===== src/rtl/phy_mgmt_pkg.sv =====
package phy_mgmt_pkg;

    localparam int MGMT_ADDR_W = 5;
    localparam int MGMT_DATA_W = 16;

    localparam logic [MGMT_ADDR_W-1:0] ADDR_CTRL = 5'd0;
    localparam logic [MGMT_ADDR_W-1:0] ADDR_STAT = 5'd1;

    // control field positions
    localparam int CB_LOOP    = 14;
    localparam int CB_AN_EN   = 12;
    localparam int CB_RESTART = 9;
    localparam int CB_DUPLEX  = 8;
    localparam int CB_COLTEST = 7;

    // status field positions
    localparam int SB_T4      = 15;
    localparam int SB_TX_FD   = 14;
    localparam int SB_TX_HD   = 13;
    localparam int SB_10_FD   = 12;
    localparam int SB_10_HD   = 11;
    localparam int SB_PRE_SUP = 6;
    localparam int SB_AN_DONE = 5;
    localparam int SB_RFAULT  = 4;
    localparam int SB_AN_ABL  = 3;
    localparam int SB_LINK    = 2;
    localparam int SB_JABBER  = 1;
    localparam int SB_EXTCAP  = 0;

    typedef struct packed {
        logic loopback;
        logic an_en;
        logic restart;
        logic duplex;
        logic coltest;
    } ctrl_t;

    localparam ctrl_t CTRL_RESET = '{loopback: 1'b0, an_en: 1'b1,
                                     restart: 1'b0, duplex: 1'b0,
                                     coltest: 1'b0};

    typedef struct packed {
        logic an_complete;
        logic remote_fault;
        logic link_up;
        logic jabber;
    } live_t;

    typedef struct packed {
        logic t4;
        logic tx_fd;
        logic tx_hd;
        logic b10_fd;
        logic b10_hd;
        logic pre_sup;
        logic an_abl;
        logic ext_cap;
    } caps_t;

    localparam caps_t CAPS_DEFAULT = '{t4: 1'b0, tx_fd: 1'b1, tx_hd: 1'b1,
                                       b10_fd: 1'b1, b10_hd: 1'b1,
                                       pre_sup: 1'b1, an_abl: 1'b1,
                                       ext_cap: 1'b1};

    typedef enum logic [1:0] {
        DSRC_LOOP   = 2'd0,
        DSRC_NEGOT  = 2'd1,
        DSRC_MANUAL = 2'd2
    } dsrc_e;

    function automatic ctrl_t ctrl_unpack(input logic [MGMT_DATA_W-1:0] w);
        ctrl_t c;
        c.loopback = w[CB_LOOP];
        c.an_en    = w[CB_AN_EN];
        c.restart  = w[CB_RESTART];
        c.duplex   = w[CB_DUPLEX];
        c.coltest  = w[CB_COLTEST];
        return c;
    endfunction

    function automatic logic [MGMT_DATA_W-1:0] ctrl_pack(input ctrl_t c);
        logic [MGMT_DATA_W-1:0] w;
        w = '0;
        w[CB_LOOP]    = c.loopback;
        w[CB_AN_EN]   = c.an_en;
        w[CB_RESTART] = c.restart;
        w[CB_DUPLEX]  = c.duplex;
        w[CB_COLTEST] = c.coltest;
        return w;
    endfunction

    function automatic logic [MGMT_DATA_W-1:0] stat_pack(input caps_t k,
                                                         input live_t l);
        logic [MGMT_DATA_W-1:0] w;
        w = '0;
        w[SB_T4]      = k.t4;
        w[SB_TX_FD]   = k.tx_fd;
        w[SB_TX_HD]   = k.tx_hd;
        w[SB_10_FD]   = k.b10_fd;
        w[SB_10_HD]   = k.b10_hd;
        w[SB_PRE_SUP] = k.pre_sup;
        w[SB_AN_ABL]  = k.an_abl;
        w[SB_EXTCAP]  = k.ext_cap;
        w[SB_AN_DONE] = l.an_complete;
        w[SB_RFAULT]  = l.remote_fault;
        w[SB_LINK]    = l.link_up;
        w[SB_JABBER]  = l.jabber;
        return w;
    endfunction

endpackage


===== src/rtl/phy_ctrl_reg.sv =====
module phy_ctrl_reg
    import phy_mgmt_pkg::*;
(
    input  logic  clk,
    input  logic  rst,
    input  logic  wr_hit,
    input  ctrl_t wr_val,
    input  logic  an_started,
    output ctrl_t ctrl_q
);

    ctrl_t ctrl_d;

    always_comb begin
        ctrl_d = ctrl_q;
        if (wr_hit) begin
            ctrl_d         = wr_val;
            // restart only survives a write that also enables negotiation
            ctrl_d.restart = wr_val.restart & wr_val.an_en;
        end else if (an_started) begin
            ctrl_d.restart = 1'b0;
        end
        if (!ctrl_d.an_en) begin
            ctrl_d.restart = 1'b0;
        end
    end

    always_ff @(posedge clk) begin
        if (rst) begin
            ctrl_q <= CTRL_RESET;
        end else begin
            ctrl_q <= ctrl_d;
        end
    end

endmodule


===== src/rtl/phy_duplex_sel.sv =====
module phy_duplex_sel
    import phy_mgmt_pkg::*;
(
    input  ctrl_t ctrl,
    input  logic  negot_fdx,
    output logic  duplex_out
);

    dsrc_e src;

    always_comb begin
        if (ctrl.loopback) begin
            src = DSRC_LOOP;
        end else if (ctrl.an_en) begin
            src = DSRC_NEGOT;
        end else begin
            src = DSRC_MANUAL;
        end
    end

    always_comb begin
        unique case (src)
            DSRC_LOOP:   duplex_out = 1'b1;
            DSRC_NEGOT:  duplex_out = negot_fdx;
            DSRC_MANUAL: duplex_out = ctrl.duplex;
            default:     duplex_out = 1'b0;
        endcase
    end

endmodule


===== src/rtl/phy_coltest.sv =====
module phy_coltest #(
    parameter int COL_DELAY = 64
) (
    input  logic clk,
    input  logic rst,
    input  logic active,
    input  logic bit_tick,
    input  logic tx_en,
    output logic col
);

    localparam int CNT_W = $clog2(COL_DELAY + 1);
    localparam logic [CNT_W-1:0] CNT_LAST = CNT_W'(COL_DELAY - 1);

    logic [CNT_W-1:0] cnt_q;
    logic             col_q;

    always_ff @(posedge clk) begin
        if (rst || !active) begin
            cnt_q <= '0;
            col_q <= 1'b0;
        end else if (bit_tick) begin
            if (tx_en) begin
                if (cnt_q >= CNT_LAST) begin
                    col_q <= 1'b1;
                end else begin
                    cnt_q <= cnt_q + 1'b1;
                end
            end else begin
                cnt_q <= '0;
                col_q <= 1'b0;
            end
        end
    end

    assign col = col_q & active;

endmodule


===== src/rtl/phy_status_view.sv =====
module phy_status_view
    import phy_mgmt_pkg::*;
#(
    parameter int    DATA_W = MGMT_DATA_W,
    parameter caps_t CAPS   = CAPS_DEFAULT
) (
    input  live_t             live,
    output logic [DATA_W-1:0] status_word
);

    assign status_word = DATA_W'(stat_pack(CAPS, live));

endmodule


===== src/rtl/phy_mgmt_regs.sv =====
module phy_mgmt_regs
    import phy_mgmt_pkg::*;
#(
    parameter int ADDR_W    = MGMT_ADDR_W,
    parameter int DATA_W    = MGMT_DATA_W,
    parameter int COL_DELAY = 64
) (
    input  logic              clk,
    input  logic              rst,
    input  logic [ADDR_W-1:0] reg_addr,
    input  logic [DATA_W-1:0] reg_wdata,
    input  logic              reg_we,
    output logic [DATA_W-1:0] reg_rdata,
    input  logic              an_started,
    input  logic              an_result_fdx,
    input  logic              an_complete,
    input  logic              remote_fault,
    input  logic              link_up,
    input  logic              jabber,
    input  logic              bit_tick,
    input  logic              tx_en,
    output logic              an_restart,
    output logic              duplex_eff,
    output logic              col
);

    localparam logic [ADDR_W-1:0] A_CTRL = ADDR_W'(ADDR_CTRL);
    localparam logic [ADDR_W-1:0] A_STAT = ADDR_W'(ADDR_STAT);

    ctrl_t             ctrl_q;
    ctrl_t             wr_val;
    logic              ctrl_hit;
    live_t             live;
    logic [DATA_W-1:0] stat_word;
    logic              col_active;

    assign ctrl_hit = reg_we && (reg_addr == A_CTRL);
    assign wr_val   = ctrl_unpack(MGMT_DATA_W'(reg_wdata));

    phy_ctrl_reg u_ctrl (
        .clk        (clk),
        .rst        (rst),
        .wr_hit     (ctrl_hit),
        .wr_val     (wr_val),
        .an_started (an_started),
        .ctrl_q     (ctrl_q)
    );

    phy_duplex_sel u_dsel (
        .ctrl       (ctrl_q),
        .negot_fdx  (an_result_fdx),
        .duplex_out (duplex_eff)
    );

    assign col_active = ctrl_q.loopback & ctrl_q.coltest;

    phy_coltest #(
        .COL_DELAY (COL_DELAY)
    ) u_col (
        .clk      (clk),
        .rst      (rst),
        .active   (col_active),
        .bit_tick (bit_tick),
        .tx_en    (tx_en),
        .col      (col)
    );

    assign live = '{an_complete: an_complete, remote_fault: remote_fault,
                    link_up: link_up, jabber: jabber};

    phy_status_view #(
        .DATA_W (DATA_W)
    ) u_stat (
        .live        (live),
        .status_word (stat_word)
    );

    always_comb begin
        if (reg_addr == A_CTRL) begin
            reg_rdata = DATA_W'(ctrl_pack(ctrl_q));
        end else if (reg_addr == A_STAT) begin
            reg_rdata = stat_word;
        end else begin
            reg_rdata = '0;
        end
    end

    assign an_restart = ctrl_q.restart;

endmodule


===== config.mk =====
export PLATFORM = sky130hd
export DESIGN_NAME = phy_mgmt_regs
export DESIGN_NICKNAME = d
export VERILOG_FILES = /design/src/rtl/phy_mgmt_pkg.sv /design/src/rtl/phy_ctrl_reg.sv /design/src/rtl/phy_duplex_sel.sv /design/src/rtl/phy_coltest.sv /design/src/rtl/phy_status_view.sv /design/src/rtl/phy_mgmt_regs.sv
export SDC_FILE = /design/constraint.sdc
export NUM_CORES = 1
export LEC_CHECK = 0
export BUFFER_PORTS_ARGS = -buffer_cell sky130_fd_sc_hd__buf_2
export CORE_MARGIN = 10
export CORE_UTILIZATION = 40
export CTS_BUF_LIST = sky130_fd_sc_hd__clkbuf_16
export CTS_CLUSTER_DIAMETER = 150
export CTS_CLUSTER_SIZE = 28
export DETAILED_ROUTE_END_ITERATION = 12
export GPL_TIMING_DRIVEN = 0
export PLACE_DENSITY = 0.75
export SYNTH_ARGS = -nofsm -noshare
export SYNTH_HDL_FRONTEND = slang
export SYNTH_SLANG_ARGS = --single-unit
export TNS_END_PERCENT = 30

===== constraint.sdc =====
create_clock -name clk -period 3.9 [get_ports clk]
set_clock_uncertainty 0.1 [all_clocks]
set_input_delay 0.78 -clock clk [delete_from_list [all_inputs] [get_ports clk]]
set_output_delay 0.78 -clock clk [all_outputs]
set_load 0.02 [all_outputs]

Yosys cells after proc, flatten, opt, wreduce, memory -nomap -nowiden

Index checks and enable logic that the tools add are counted.

$add $sub $neg: 1
Order comparisons: 1
Equality and inequality tests: 5
Mux-type cells: 12
Bitwise operators: 4
Reduce and logical (&&, ||, !) cells: 9

Operator list:

| kind                                                               | count |
|---|---|
| 2-to-1 mux 15 bit                                                  | 2 |
| 2-to-1 mux 7 bit                                                   | 2 |
| adder 7 x 1 -> 7 bit (second input constant)                       | 1 |
| greater-or-equal comparator 7 x 6 -> 1 bit (second input constant) | 1 |
| == test 5 x 1 -> 1 bit (second input constant)                     | 1 |
| zero test 5 bit                                                    | 1 |
| 2-to-1 mux 1 bit                                                   | 5 |
| 2-to-1 mux 2 bit                                                   | 2 |
| AND reduction 2 bit                                                | 2 |
| AND 1 bit                                                          | 3 |
| one-hot mux 1 bit (3 select lines)                                 | 1 |
| == test 2 x 1 -> 1 bit (second input constant)                     | 1 |
| == test 2 bit (second input constant)                              | 1 |
| zero test 2 bit                                                    | 1 |
| != test 2 x 1 -> 1 bit (second input constant)                     | 1 |
| != test 2 bit (second input constant)                              | 1 |
| nonzero test 2 bit                                                 | 1 |
| OR reduction 2 bit                                                 | 1 |
| logical AND 1 bit                                                  | 1 |
| zero test 1 bit                                                    | 1 |
| logical OR 1 bit                                                   | 1 |
| NOT 1 bit                                                          | 1 |

Register bits after elaboration: 13
Input port bits: 32
Output and inout port bits: 19
Logic and storage cells: 39

Longest topological paths before layout

Word-level depth: 5
Mapped depth: 4
Gate-level depth less buffers: 4

Hierarchy

From an unflattened synthesis, not the netlist that was laid out.

Cells, all modules: 110
Area total of the unflattened synthesis: 912.1 sq um

Modules (own cells, without submodules):

| module          | times used | cells each | area an instance (sq um) | sequential area each (sq um) |
|---|---|---|---|---|
| phy_coltest     | 1          | 44         | 391.6                    | 160.2 |
| phy_ctrl_reg    | 1          | 17         | 191.4                    | 100.1 |
| phy_mgmt_regs   | 1          | 29         | 186.4                    | 0.0 |
| phy_status_view | 1          | 18         | 127.6                    | 0.0 |
| phy_duplex_sel  | 1          | 2          | 15.0                     | 0.0 |

Least setup slack after synthesis

OpenSTA, ideal clock, no wires.

Path type: input to output
From: in reg_addr[3]
To: out reg_rdata[11]
Arrival time: 1.603 ns
Data required time: 3.020 ns
Path slack: 1.417 ns
Stages: 3
Buffers on the path: 1
Cell sequence: nor4_4 -> and2_2 -> buf_4

Longest elaborated chain between the ends: 3
Elaborated cells between the ends (all ways): 4
Those cells by class: eq/ne: 1; mux: 2; reduce/logical: 1

Ends and longest elaborated chain:

| what                   | line                | source |
|---|---|---|
| start, declared        | phy_mgmt_regs.sv:10 | `input logic [ADDR_W-1:0] reg_addr,` |
| == test 5 x 1 -> 1 bit | phy_mgmt_regs.sv:81 | `end else if (reg_addr == A_STAT) begin` |
| 2-to-1 mux 15 bit      | phy_mgmt_regs.sv:81 |  |
| 2-to-1 mux 15 bit (*)  | phy_mgmt_regs.sv:79 | `if (reg_addr == A_CTRL) begin` |
| end, declared          | phy_mgmt_regs.sv:13 | `output logic [DATA_W-1:0] reg_rdata,` |

Mark *: on every way between the ends. The rest lies on a longest branch, timed or not.

Worst setup path after layout

From: in reg_addr[3]
To: out reg_rdata[9]

Longest elaborated chain between the ends: 2

Ends and longest elaborated chain:

| what              | line |
|---|---|
| zero test 5 bit   | phy_mgmt_regs.sv:79 |
| 2-to-1 mux 15 bit | phy_mgmt_regs.sv:79 |

Every way passes these cells.

==> flow_summary.json <==
{
  "port_buffers": 37,
  "synth_area_sq_um": 828,
  "yosysSeqAreaShare": 0.314,
  "async_reset_ff_frac": 0,
  "cp.arrival_ps": 1840,
  "synth_top_area_frac": 0.314,
  "setup_tns_ps": 0,
  "drv_slew": 0,
  "cts_hold_buf": 0,
  "cts_buffers": 3,
  "max-vdd-ir-drop_mv": 0.235,
  "clk_latency_ps": 240,
  "synthFlopType": "dfxtp_1",
  "fin_nets": 169,
  "cts.sinks": 13,
  "p_int_w": 0.000285,
  "io_pins": 51,
  "syn_avg_cell_area_sq_um": 8.91,
  "setup_violations": 0,
  "power_frac_seq": 0.375,
  "worstPathRequired_ps": 3020,
  "fin_util": 0.576,
  "crit_fanout": 9,
  "hold_path.class": "reg -> reg",
  "max_cap_viol_count": 0,
  "row_count": 16,
  "core_area_sq_um": 1960,
  "combPwrFrac": 0.095,
  "criticalPathCategory": "in -> out",
  "fin_crit_sh": 0.699,
  "vias": 789,
  "finalCriticalPeriod_ps": 2720,
  "swShare": 0.202,
  "wl_per_cell_microns": 12.9,
  "drt_iter0_drc": 14,
  "syn_to_final_growth_pct": 36.4,
  "clkPwrFrac": 0.530,
  "diodes": 0,
  "power_w": 0.000358,
  "final_cells": 162,
  "postCtsSetupRepairBufs": 0,
  "ys_ff_latch": 13,
  "overflow": 0,
  "yosys_warnings": 0,
  "p_switching_w": 0.0000723,
  "clockBufferDepth": 2,
  "power_leakage_nw": 0.566,
  "dieHeight_microns": 65.5,
  "grt_pass1_vias": 796,
  "antenna_found_initial": 0,
  "drt_pre_antenna_iters": 4,
  "synthCells": 93,
  "power_density_nw_per_um2": 317,
  "hold_viol_final": 0,
  "cts_resized": 0,
  "wl_microns": 2090,
  "status": "finished, final reports clean",
  "grt_start_max_net_pins": 11,
  "antenna_left": 0,
  "drive_above_1_share": 0.415,
  "cts_tree": "yes",
  "synth_area_leader_cell": "dfxtp_1",
  "grtUsageTotal": 0.102,
  "crit_path_end_kind": "output port",
  "htree_levels": 1,
  "grt_pass1_wl_microns": 3500,
  "cts_root_buf": "clkbuf_16",
  "synthDistinctLibCells": 34,
  "dp_hpwl_microns": 1700,
  "dp.cells": 158,
  "dieArea_sq_um": 4290,
  "die_x_microns": 65.5,
  "clkTransAtPathRegs_ps": 40,
  "setup.worst_path.start_class": "primary input",
  "synthTopCellsByArea": "dfxtp_1 (31%), mux2i_1 (11%), nand2b_1 (6.0%), nand3_1 (5.4%), buf_4 (5.4%)",
  "start_util": 0.422,
  "rsz0062_at_grt": "no",
  "mostFrequentLayoutCells": "buf_2 (38), dfxtp_1 (13), nand3_1 (9), mux2i_1 (9), nand2b_1 (8)",
  "place.gp.congestion": 0.770,
  "vias_per_cell": 4.87,
  "layout_commonest_cell": "buf_2",
  "drc": 0,
  "synth_edf_count": 0,
  "fmax_mhz": 367,
  "nFillCells": 208
}
==> worst max-delay path, cell delays in order <==
cell	delay [ps]
buf_2	110
nor4_4	430
nor2b_1	230
and2_1	140
buf_2	150
==> cell usage after synthesis (2+ instances only) <==
| cell type | n |
|---|---|
| and2_1 | 4 |
| o21a_1 | 2 |
| nor2b_1 | 3 |
| nand3b_1 | 2 |
| nand3_1 | 9 |
| clkbuf_1 | 2 |
| nand2b_1 | 8 |
| a21o_1 | 2 |
| and3_2 | 4 |
| nor2_1 | 3 |
| dfxtp_1 | 13 |
| or2_2 | 2 |
| nand4_1 | 3 |
| and3_1 | 2 |
| and3b_1 | 2 |
| mux2i_1 | 9 |
| buf_4 | 6 |
==> power by group through the flow <==
| stage | Sequential (W) | Combinational, W | Clock, W |
|---|---|---|---|
| floorplan | 0.000136 | 0.0000179 | 0 |
| global placement | 0.000136 | 0.0000333 | 0 |
| detailed placement | 0.000136 | 0.0000341 | 0 |
| CTS | 0.000134 | 0.0000342 | 0.000194 |
| global route | 0.000134 | 0.0000374 | 0.000198 |
| finish | 0.000134 | 0.0000340 | 0.000190 |
==> sequential cells by signal, summed over array words and instances, names as in the netlist <==
signal and cells:
u_col.col_q 1, u_col.cnt_q 7, u_ctrl.ctrl_q 5
==> kinds of logic after synthesis <==
kind of cell             after synthesis  share of synthesized area
buffers and inverters                 10                     0.0831
flip-flops                            13                      0.314
multiplexers                           9                      0.109
AO/OA/AOI/OAI                          9                     0.0816
adder cells (fa/ha/maj)                1                     0.0151
AND/OR/NAND/NOR                       50                      0.393
other                                  1                    0.00453
==> final cells by class <==
class	count	area, sq um	share of cell area
tap	27	33.8	0.0299
buffer	10	68.8	0.0609
clock inverter	1	3.75	0.00332
multi-input combinational	71	503	0.445
sequential	13	260	0.230
timing repair buffer	37	185	0.164
clock buffer	3	75.1	0.0664
==> worst paths after layout <==
path / startpoint / end / slack (ps) / cells after the start
max: reg_addr[3] / reg_rdata[9] / 1180 / 5
min: u_ctrl.ctrl_q[1] / u_ctrl.ctrl_q[1] / 410 / 2
max reg2reg: u_ctrl.ctrl_q[4] / u_col.cnt_q[4] / 2530 / 3
min reg2reg: u_ctrl.ctrl_q[1] / u_ctrl.ctrl_q[1] / 410 / 2
==> per-layer routing <==
layer / track usage / share of wire
met5: 0 / 0
met4: 0.0481 / 0.018
met3: 0.0508 / 0.075
met2: 0.171 / 0.49
met1: 0.104 / 0.42
==> stage by stage <==
| step | hold slack [ps] | setup slack, ps | cell area [sq um] |
|---|---|---|---|
| 2_1_floorplan | 353 | 1420 | 832 |
| 3_3_place_gp | 374 | 1190 | 1050 |
| 3_5_place_dp | 401 | 1190 | 1050 |
| 4_1_cts | 407 | 1170 | 1130 |
| 5_1_grt | 438 | 1020 | 1130 |
| 6_report | 407 | 1180 | 1130 |
No activity file was read; power rests on OpenSTA's default activity.
